`src/rtl/ring_ptr_pkg.sv`:
```
package ring_ptr_pkg;

    localparam int unsigned WIN_BITS = 12;

    localparam logic [WIN_BITS-1:0] OFF_RQ_HEAD = 12'h000;
    localparam logic [WIN_BITS-1:0] OFF_RQ_TAIL = 12'h004;
    localparam logic [WIN_BITS-1:0] OFF_RS_HEAD = 12'h008;
    localparam logic [WIN_BITS-1:0] OFF_RS_TAIL = 12'h00C;

    typedef enum logic [2:0] {
        SEL_NONE,
        SEL_RQ_HEAD,
        SEL_RQ_TAIL,
        SEL_RS_HEAD,
        SEL_RS_TAIL
    } reg_sel_e;

    function automatic reg_sel_e decode_off(input logic [WIN_BITS-1:0] off);
        case (off)
            OFF_RQ_HEAD: return SEL_RQ_HEAD;
            OFF_RQ_TAIL: return SEL_RQ_TAIL;
            OFF_RS_HEAD: return SEL_RS_HEAD;
            OFF_RS_TAIL: return SEL_RS_TAIL;
            default:     return SEL_NONE;
        endcase
    endfunction

endpackage

```
`src/rtl/ring_ch.sv`:
```
module ring_ch #(
    parameter int unsigned IDX_W = 4
) (
    input  logic             clk_i,
    input  logic             rst_ni,
    input  logic             wr_rq_tail_i,
    input  logic             wr_rs_head_i,
    input  logic [IDX_W-1:0] wdata_i,
    input  logic             consume_i,
    input  logic             produce_i,
    input  logic             force_i,
    output logic [IDX_W-1:0] rq_head_o,
    output logic [IDX_W-1:0] rq_tail_o,
    output logic [IDX_W-1:0] rs_head_o,
    output logic [IDX_W-1:0] rs_tail_o,
    output logic             rq_empty_o,
    output logic             rs_full_o,
    output logic             irq_o,
    output logic             ovf_o
);

    typedef struct packed {
        logic [IDX_W-1:0] rq_head;
        logic [IDX_W-1:0] rq_tail;
        logic [IDX_W-1:0] rs_head;
        logic [IDX_W-1:0] rs_tail;
        logic             irq;
        logic             ovf;
    } ch_state_t;

    ch_state_t        st_d, st_q;
    logic [IDX_W-1:0] rs_tail_inc;
    logic             rs_empty;

    always_comb begin
        rs_tail_inc = st_q.rs_tail + 1'b1;
        rs_empty    = (st_q.rs_tail == st_q.rs_head);
        rq_empty_o  = (st_q.rq_head == st_q.rq_tail);
        rs_full_o   = (rs_tail_inc == st_q.rs_head);

        st_d     = st_q;
        st_d.irq = 1'b0;
        if (wr_rq_tail_i) st_d.rq_tail = wdata_i;
        if (wr_rs_head_i) st_d.rs_head = wdata_i;
        if (consume_i && !rq_empty_o) st_d.rq_head = st_q.rq_head + 1'b1;
        if (produce_i) begin
            if (rs_full_o) begin
                st_d.ovf = 1'b1;
            end else begin
                st_d.rs_tail = rs_tail_inc;
                st_d.irq     = rs_empty || force_i;
            end
        end
    end

    always_ff @(posedge clk_i) begin
        if (!rst_ni) st_q <= '0;
        else         st_q <= st_d;
    end

    assign rq_head_o = st_q.rq_head;
    assign rq_tail_o = st_q.rq_tail;
    assign rs_head_o = st_q.rs_head;
    assign rs_tail_o = st_q.rs_tail;
    assign irq_o     = st_q.irq;
    assign ovf_o     = st_q.ovf;

endmodule

```
`src/rtl/ring_addr_gen.sv`:
```
module ring_addr_gen #(
    parameter int unsigned IDX_W     = 4,
    parameter int unsigned DEPTH     = 16,
    parameter int unsigned REQ_BYTES = 64,
    parameter int unsigned RSP_BYTES = 4
) (
    input  logic [63:0]      base_i,
    input  logic [31:0]      len_i,
    input  logic [IDX_W-1:0] rq_head_i,
    input  logic [IDX_W-1:0] rs_tail_i,
    output logic [63:0]      rq_addr_o,
    output logic [63:0]      rs_addr_o
);

    localparam logic [63:0] RS_RING_BYTES = 64'(DEPTH * RSP_BYTES);
    localparam logic [63:0] RQ_STRIDE     = 64'(REQ_BYTES);
    localparam logic [63:0] RS_STRIDE     = 64'(RSP_BYTES);

    always_comb begin
        rq_addr_o = base_i + 64'(rq_head_i) * RQ_STRIDE;
        rs_addr_o = base_i + 64'(len_i) - RS_RING_BYTES + 64'(rs_tail_i) * RS_STRIDE;
    end

endmodule

```
`src/rtl/ring_ptr_bank.sv`:
```
module ring_ptr_bank
    import ring_ptr_pkg::*;
#(
    parameter int unsigned NUM_CH    = 16,
    parameter int unsigned DEPTH     = 16,
    parameter int unsigned REQ_BYTES = 64,
    parameter int unsigned RSP_BYTES = 4,
    localparam int unsigned CH_W     = (NUM_CH > 1) ? $clog2(NUM_CH) : 1,
    localparam int unsigned IDX_W    = (DEPTH > 1) ? $clog2(DEPTH) : 1,
    localparam int unsigned ADDR_W   = WIN_BITS + CH_W
) (
    input  logic              clk_i,
    input  logic              rst_ni,
    input  logic              host_wr_i,
    input  logic              host_rd_i,
    input  logic [ADDR_W-1:0] host_addr_i,
    input  logic [31:0]       host_wdata_i,
    output logic [31:0]       host_rdata_o,
    input  logic [CH_W-1:0]   dev_ch_i,
    input  logic              dev_consume_i,
    input  logic              dev_produce_i,
    input  logic              dev_force_irq_i,
    input  logic [63:0]       dev_base_i,
    input  logic [31:0]       dev_len_i,
    output logic [63:0]       dev_req_addr_o,
    output logic [63:0]       dev_rsp_addr_o,
    output logic              dev_req_empty_o,
    output logic              dev_rsp_full_o,
    output logic [NUM_CH-1:0] irq_o,
    output logic [NUM_CH-1:0] overflow_o
);

    typedef struct packed {
        logic [31:0] rdata;
    } bus_state_t;

    bus_state_t       bus_d, bus_q;
    logic [CH_W-1:0]  host_ch;
    reg_sel_e         host_sel;
    logic             unused_wdata_hi;

    logic [IDX_W-1:0] rq_head_a [NUM_CH];
    logic [IDX_W-1:0] rq_tail_a [NUM_CH];
    logic [IDX_W-1:0] rs_head_a [NUM_CH];
    logic [IDX_W-1:0] rs_tail_a [NUM_CH];
    logic [NUM_CH-1:0] rq_empty_a;
    logic [NUM_CH-1:0] rs_full_a;

    assign host_ch         = host_addr_i[ADDR_W-1:WIN_BITS];
    assign host_sel        = decode_off(host_addr_i[WIN_BITS-1:0]);
    assign unused_wdata_hi = ^host_wdata_i[31:IDX_W];

    for (genvar c = 0; c < NUM_CH; c++) begin : g_ch
        logic hit, dev_hit;
        assign hit     = (host_ch == CH_W'(c));
        assign dev_hit = (dev_ch_i == CH_W'(c));

        ring_ch #(.IDX_W(IDX_W)) u_ch (
            .clk_i        (clk_i),
            .rst_ni       (rst_ni),
            .wr_rq_tail_i (host_wr_i && hit && (host_sel == SEL_RQ_TAIL)),
            .wr_rs_head_i (host_wr_i && hit && (host_sel == SEL_RS_HEAD)),
            .wdata_i      (host_wdata_i[IDX_W-1:0]),
            .consume_i    (dev_consume_i && dev_hit),
            .produce_i    (dev_produce_i && dev_hit),
            .force_i      (dev_force_irq_i),
            .rq_head_o    (rq_head_a[c]),
            .rq_tail_o    (rq_tail_a[c]),
            .rs_head_o    (rs_head_a[c]),
            .rs_tail_o    (rs_tail_a[c]),
            .rq_empty_o   (rq_empty_a[c]),
            .rs_full_o    (rs_full_a[c]),
            .irq_o        (irq_o[c]),
            .ovf_o        (overflow_o[c])
        );
    end

    ring_addr_gen #(
        .IDX_W     (IDX_W),
        .DEPTH     (DEPTH),
        .REQ_BYTES (REQ_BYTES),
        .RSP_BYTES (RSP_BYTES)
    ) u_addr (
        .base_i    (dev_base_i),
        .len_i     (dev_len_i),
        .rq_head_i (rq_head_a[dev_ch_i]),
        .rs_tail_i (rs_tail_a[dev_ch_i]),
        .rq_addr_o (dev_req_addr_o),
        .rs_addr_o (dev_rsp_addr_o)
    );

    assign dev_req_empty_o = rq_empty_a[dev_ch_i];
    assign dev_rsp_full_o  = rs_full_a[dev_ch_i];

    always_comb begin
        bus_d = '0;
        if (host_rd_i) begin
            for (int c = 0; c < NUM_CH; c++) begin
                if (host_ch == CH_W'(c)) begin
                    case (host_sel)
                        SEL_RQ_HEAD: bus_d.rdata = 32'(rq_head_a[c]);
                        SEL_RQ_TAIL: bus_d.rdata = 32'(rq_tail_a[c]);
                        SEL_RS_HEAD: bus_d.rdata = 32'(rs_head_a[c]);
                        SEL_RS_TAIL: bus_d.rdata = 32'(rs_tail_a[c]);
                        default:     bus_d.rdata = '0;
                    endcase
                end
            end
        end
    end

    always_ff @(posedge clk_i) begin
        if (!rst_ni) bus_q <= '0;
        else         bus_q <= bus_d;
    end

    assign host_rdata_o = bus_q.rdata;

endmodule

```
`config.mk`:
```
export PLATFORM = sky130hd
export DESIGN_NAME = ring_ptr_bank
export DESIGN_NICKNAME = d
export VERILOG_FILES = /design/src/rtl/ring_ptr_pkg.sv /design/src/rtl/ring_ch.sv /design/src/rtl/ring_addr_gen.sv /design/src/rtl/ring_ptr_bank.sv
export SDC_FILE = /design/constraint.sdc
export NUM_CORES = 1
export LEC_CHECK = 0
export BUFFER_PORTS_ARGS = -buffer_cell sky130_fd_sc_hd__buf_2
export CELL_PAD_IN_SITES_DETAIL_PLACEMENT = 0
export CELL_PAD_IN_SITES_GLOBAL_PLACEMENT = 1
export CORE_MARGIN = 1
export CORE_UTILIZATION = 44
export CTS_BUF_LIST = sky130_fd_sc_hd__clkbuf_16
export DETAILED_ROUTE_END_ITERATION = 10
export PLACE_DENSITY = 0.81
export SYNTH_ARGS = -nofsm -noshare
export SYNTH_HDL_FRONTEND = slang
export SYNTH_SLANG_ARGS = --single-unit
```
`constraint.sdc`:
```
create_clock -name clk_i -period 8.29 [get_ports clk_i]
set_clock_uncertainty 0.05 [all_clocks]
set_input_delay 1.2435 -clock clk_i [delete_from_list [all_inputs] [get_ports clk_i]]
set_output_delay 1.2435 -clock clk_i [all_outputs]
set_load 0.05 [all_outputs]
```
==> metrics.yaml <==
power_and_ir_drop:
  pwr-share-seq_pct: 35.6
  power.total_mw: 3.96
  clkPwrFrac_pct: 34.7
  switchingPower_mw: 1.47
  pwr_density_cell_nw_per_um2: 153
  ir_drop_mv: 0.137
  p_int_mw: 2.49
  pwr-share-comb_pct: 29.7
  p_leak_nw: 10.6
  switching_share_pct: 37.1
yosys:
  synth_cell_type_count: 81
  synth_edf_count: 0
  ys_seq_area_share_pct: 25.1
  synth_ff_type: "dfxtp_1"
  synth_area_per_cell_um2: 8.31
  ys_warn_count: 0
  async_flop_share_pct: 0
  synth_area_um2: 23300
  synth-seq-cells: 292
  synth_cells: 2800
sta:
  relSlewSlack_pct: 29.3
  max_freq_ghz: 0.129
  slew_viol_final: 0
  setup-tns-final_ns: 0
  grt_setup_unrepaired: "false"
  min_period_over_period_pct: 93.8
  fin_crit_ns: 7.78
  setup_violations: 0
  final_hold_viol_count: 0
  worstMarginPinSlew_ns: 1.06
critical_path:
  worstSetupPathType: "input port to primary output"
  crit_required_ns: 7.00
  reg2reg_depth: 8
  end_kind: "primary output"
  r2r-end: "g_ch[1].u_ch.rs_tail_o[2]"
  crit_arrival_ns: 6.48
  crit-reg2reg-launch: "g_ch[1].u_ch.rs_tail_o[0]"
  reg2reg_slack_ns: 5.72
  crit_fanout: 17
  start_kind: "input port"
status:
  status: "finished clean"
cts:
  holdBufCountCts: 0
  clock_sinks: 292
  clk_pin_slew_ns: 0.06
  cts_tree: "done"
  insertion_delay_ns: 0.56
  ctsResizeCount: 0
  cts_buffer_depth: 3
  h-tree-depth: 2
  ctsRootBufferMaster: "clkbuf_16"
  cts_buffers: 35
  cts_setup_buffers: 0
finish:
  fillers: 4909
  nets: 3298
  regArea_um2: 5850
  area_delta_synth_final_pct: 11.1
  multiInputGateArea_um2: 15900
  final_util_pct: 50.0
  layout-drive-gt1-share_pct: 15.3
run:
  maxCapViolCount: 0
drt:
  drt_iter0_markers: 2158
  met3WireLength_um: 6130
  drtAntennaViolNets: 0
  wl_per_cell_um: 20.7
  wirelength_um: 76000
  dr.pass1.iters: 8
  drt-met1-wl_um: 31600
  viasPerCell: 5.86
  num_vias: 21600
  highest_layer: "met5"
  drc: 0
  wl_met2_um: 35700
floorplanning:
  core-area_um2: 51700
  rows: 83
  die_y_um: 232
  die_area_um2: 53800
  start_util_pct: 45.0
  ios: 349
  die_w_um: 232
grt:
  grt_util_all_layers_pct: 27.8
  grt_pass1_vias: 20300
  antenna_found_initial: 4
  overflow: 0
  grt_pass1_wl_um: 117000
  grt_max_degree: 115
min_path:
  holdPathStages: 1
  min_to: "g_ch[2].u_ch.ovf_o"
  hp-start: "g_ch[2].u_ch.ovf_o"
  hp-class: "register to register"
place:
  dp_hpwl_um: 57800
  numPortBuffers: 292
  gp_congestion: 0.948
power groups by stage:
stage               registers (mW)  clock network [mW]  logic [mW]
global placement              1.44                   0        1.16
floorplan                     1.44                   0       0.877
global route                  1.41                1.45        1.25
detailed placement            1.44                   0        1.17
CTS                           1.41                1.40        1.17
finish                        1.41                1.37        1.18
synthesized netlist by cell type, types with 13 or more instances:
master | number | area (um2)
a221oi_1 | 23 | 201
nor2b_1 | 44 | 275
o21bai_1 | 14 | 105
inv_1 | 173 | 649
or3_1 | 28 | 175
a21boi_0 | 95 | 713
nand2_1 | 325 | 1220
a31oi_1 | 14 | 87.6
buf_1 | 13 | 48.8
dfxtp_1 | 292 | 5850
nor2_1 | 107 | 402
nor3b_1 | 20 | 150
a41oi_1 | 18 | 158
xnor2_1 | 258 | 2260
o21ai_0 | 61 | 305
a21oi_1 | 78 | 390
nand2b_1 | 28 | 175
nand4_1 | 37 | 231
mux2_2 | 20 | 225
a21boi_1 | 72 | 541
ha_1 | 156 | 1950
nor3_1 | 31 | 155
mux2i_1 | 49 | 490
nand3_1 | 187 | 936
mux4_2 | 59 | 1330
clkbuf_1 | 114 | 428
xor2_1 | 103 | 902
buf_4 | 66 | 495
a21o_1 | 29 | 218
o22ai_1 | 18 | 113
and2_1 | 83 | 519
a222oi_1 | 19 | 190
nor4_1 | 32 | 200
cell type report:
class / count / share of cell area [%]
Clock inverter: 21 / 0.353
Antenna cell: 1 / 0.00968
Sequential cell: 292 / 22.6
Tap cell: 680 / 3.29
Inverter: 173 / 2.51
Clock buffer: 35 / 3.39
Multi-Input combinational cell: 2161 / 61.4
Timing Repair Buffer: 318 / 6.44
state kept, by name, summed over array words and instances, names as in the netlist:
signal	flops
g_ch.u_ch.irq_o	16
g_ch.u_ch.rq_tail_o	64
g_ch.u_ch.ovf_o	16
g_ch.u_ch.rq_head_o	64
g_ch.u_ch.rs_head_o	64
host_rdata_o	4
g_ch.u_ch.rs_tail_o	64
logic make-up (layout without fill, tap and decap cells):
kind of cell,after synthesis,in the layout,share of synthesized area [%]
simple gates,965,965,20.7
compound gates,517,517,15.7
buf+inv,374,547,7.17
xor+xnor,361,361,13.6
flops,292,292,25.1
fa+ha+maj,162,162,8.91
mux,128,128,8.79
other cells,1,29,0.0161
layout by cell type (no fill, tap or decap), types with 18 or more instances in the layout:
cell / synthesis / routed
conb_1: 1 / 28
nand4_1: 37 / 37
buf_4: 66 / 27
mux4_2: 59 / 59
ha_1: 156 / 156
buf_2: 7 / 290
xnor2_1: 258 / 258
clkbuf_16: 0 / 35
nor3_1: 31 / 31
nor2b_1: 44 / 44
nand2_1: 325 / 325
nand3_1: 187 / 187
inv_1: 173 / 181
and2_1: 83 / 81
nor3b_1: 20 / 19
a21o_1: 29 / 29
a21oi_1: 78 / 78
nand2b_1: 28 / 28
o21ai_0: 61 / 61
mux2i_1: 49 / 49
a221oi_1: 23 / 23
mux2_2: 20 / 20
or3_1: 28 / 28
a41oi_1: 18 / 18
a222oi_1: 19 / 19
o22ai_1: 18 / 18
nor4_1: 32 / 31
nor2_1: 107 / 106
dfxtp_1: 292 / 292
xor2_1: 103 / 103
a21boi_0: 95 / 95
a21boi_1: 72 / 72
critical path, cell delays in order:
cell	delay [ns]
buf_2	0.31
buf_4	0.38
mux4_2	0.55
mux4_2	0.54
fa_1	0.46
ha_1	0.38
a211oi_1	0.33
o21ai_1	0.15
a21oi_1	0.21
o21a_1	0.25
o221ai_1	0.28
a221oi_2	0.45
nor2_1	0.13
a311oi_1	0.34
xnor2_1	0.18
buf_2	0.29
how the worst max path moves through the flow:
stage                start            endpoint
2_1_floorplan  dev_ch_i[0]  dev_rsp_addr_o[58]
3_3_place_gp   dev_ch_i[0]  dev_rsp_addr_o[63]
3_5_place_dp   dev_ch_i[0]  dev_rsp_addr_o[57]
4_1_cts        dev_ch_i[0]  dev_rsp_addr_o[57]
5_1_grt        dev_ch_i[0]  dev_rsp_addr_o[57]
6_report       dev_ch_i[0]  dev_rsp_addr_o[57]
stage by stage:
| stage | worst slack, ns | cells | hold WS, ns | instance area, um2 |
|---|---|---|---|---|
| after floorplan | 0.394 | 2827 | 0.392 | 23400 |
| after global placement | 0.580 | 3624 | 0.396 | 24900 |
| after detailed placement | 0.541 | 3624 | 0.409 | 24900 |
| after CTS | 0.549 | 3680 | 0.422 | 25800 |
| after global routing | 0.304 | 3681 | 0.439 | 25800 |
| final | 0.512 | 3681 | 0.415 | 25800 |
per-layer routing:
layer | global-route usage (%) | vias up
met4 | 10.1 | 4
met5 | 0 | -
met3 | 3.89 | 162
met2 | 46.5 | 1022
met1 | 36.1 | 10300
li1 | - | 10100
Note: power is estimated with default switching activity, not from simulation.
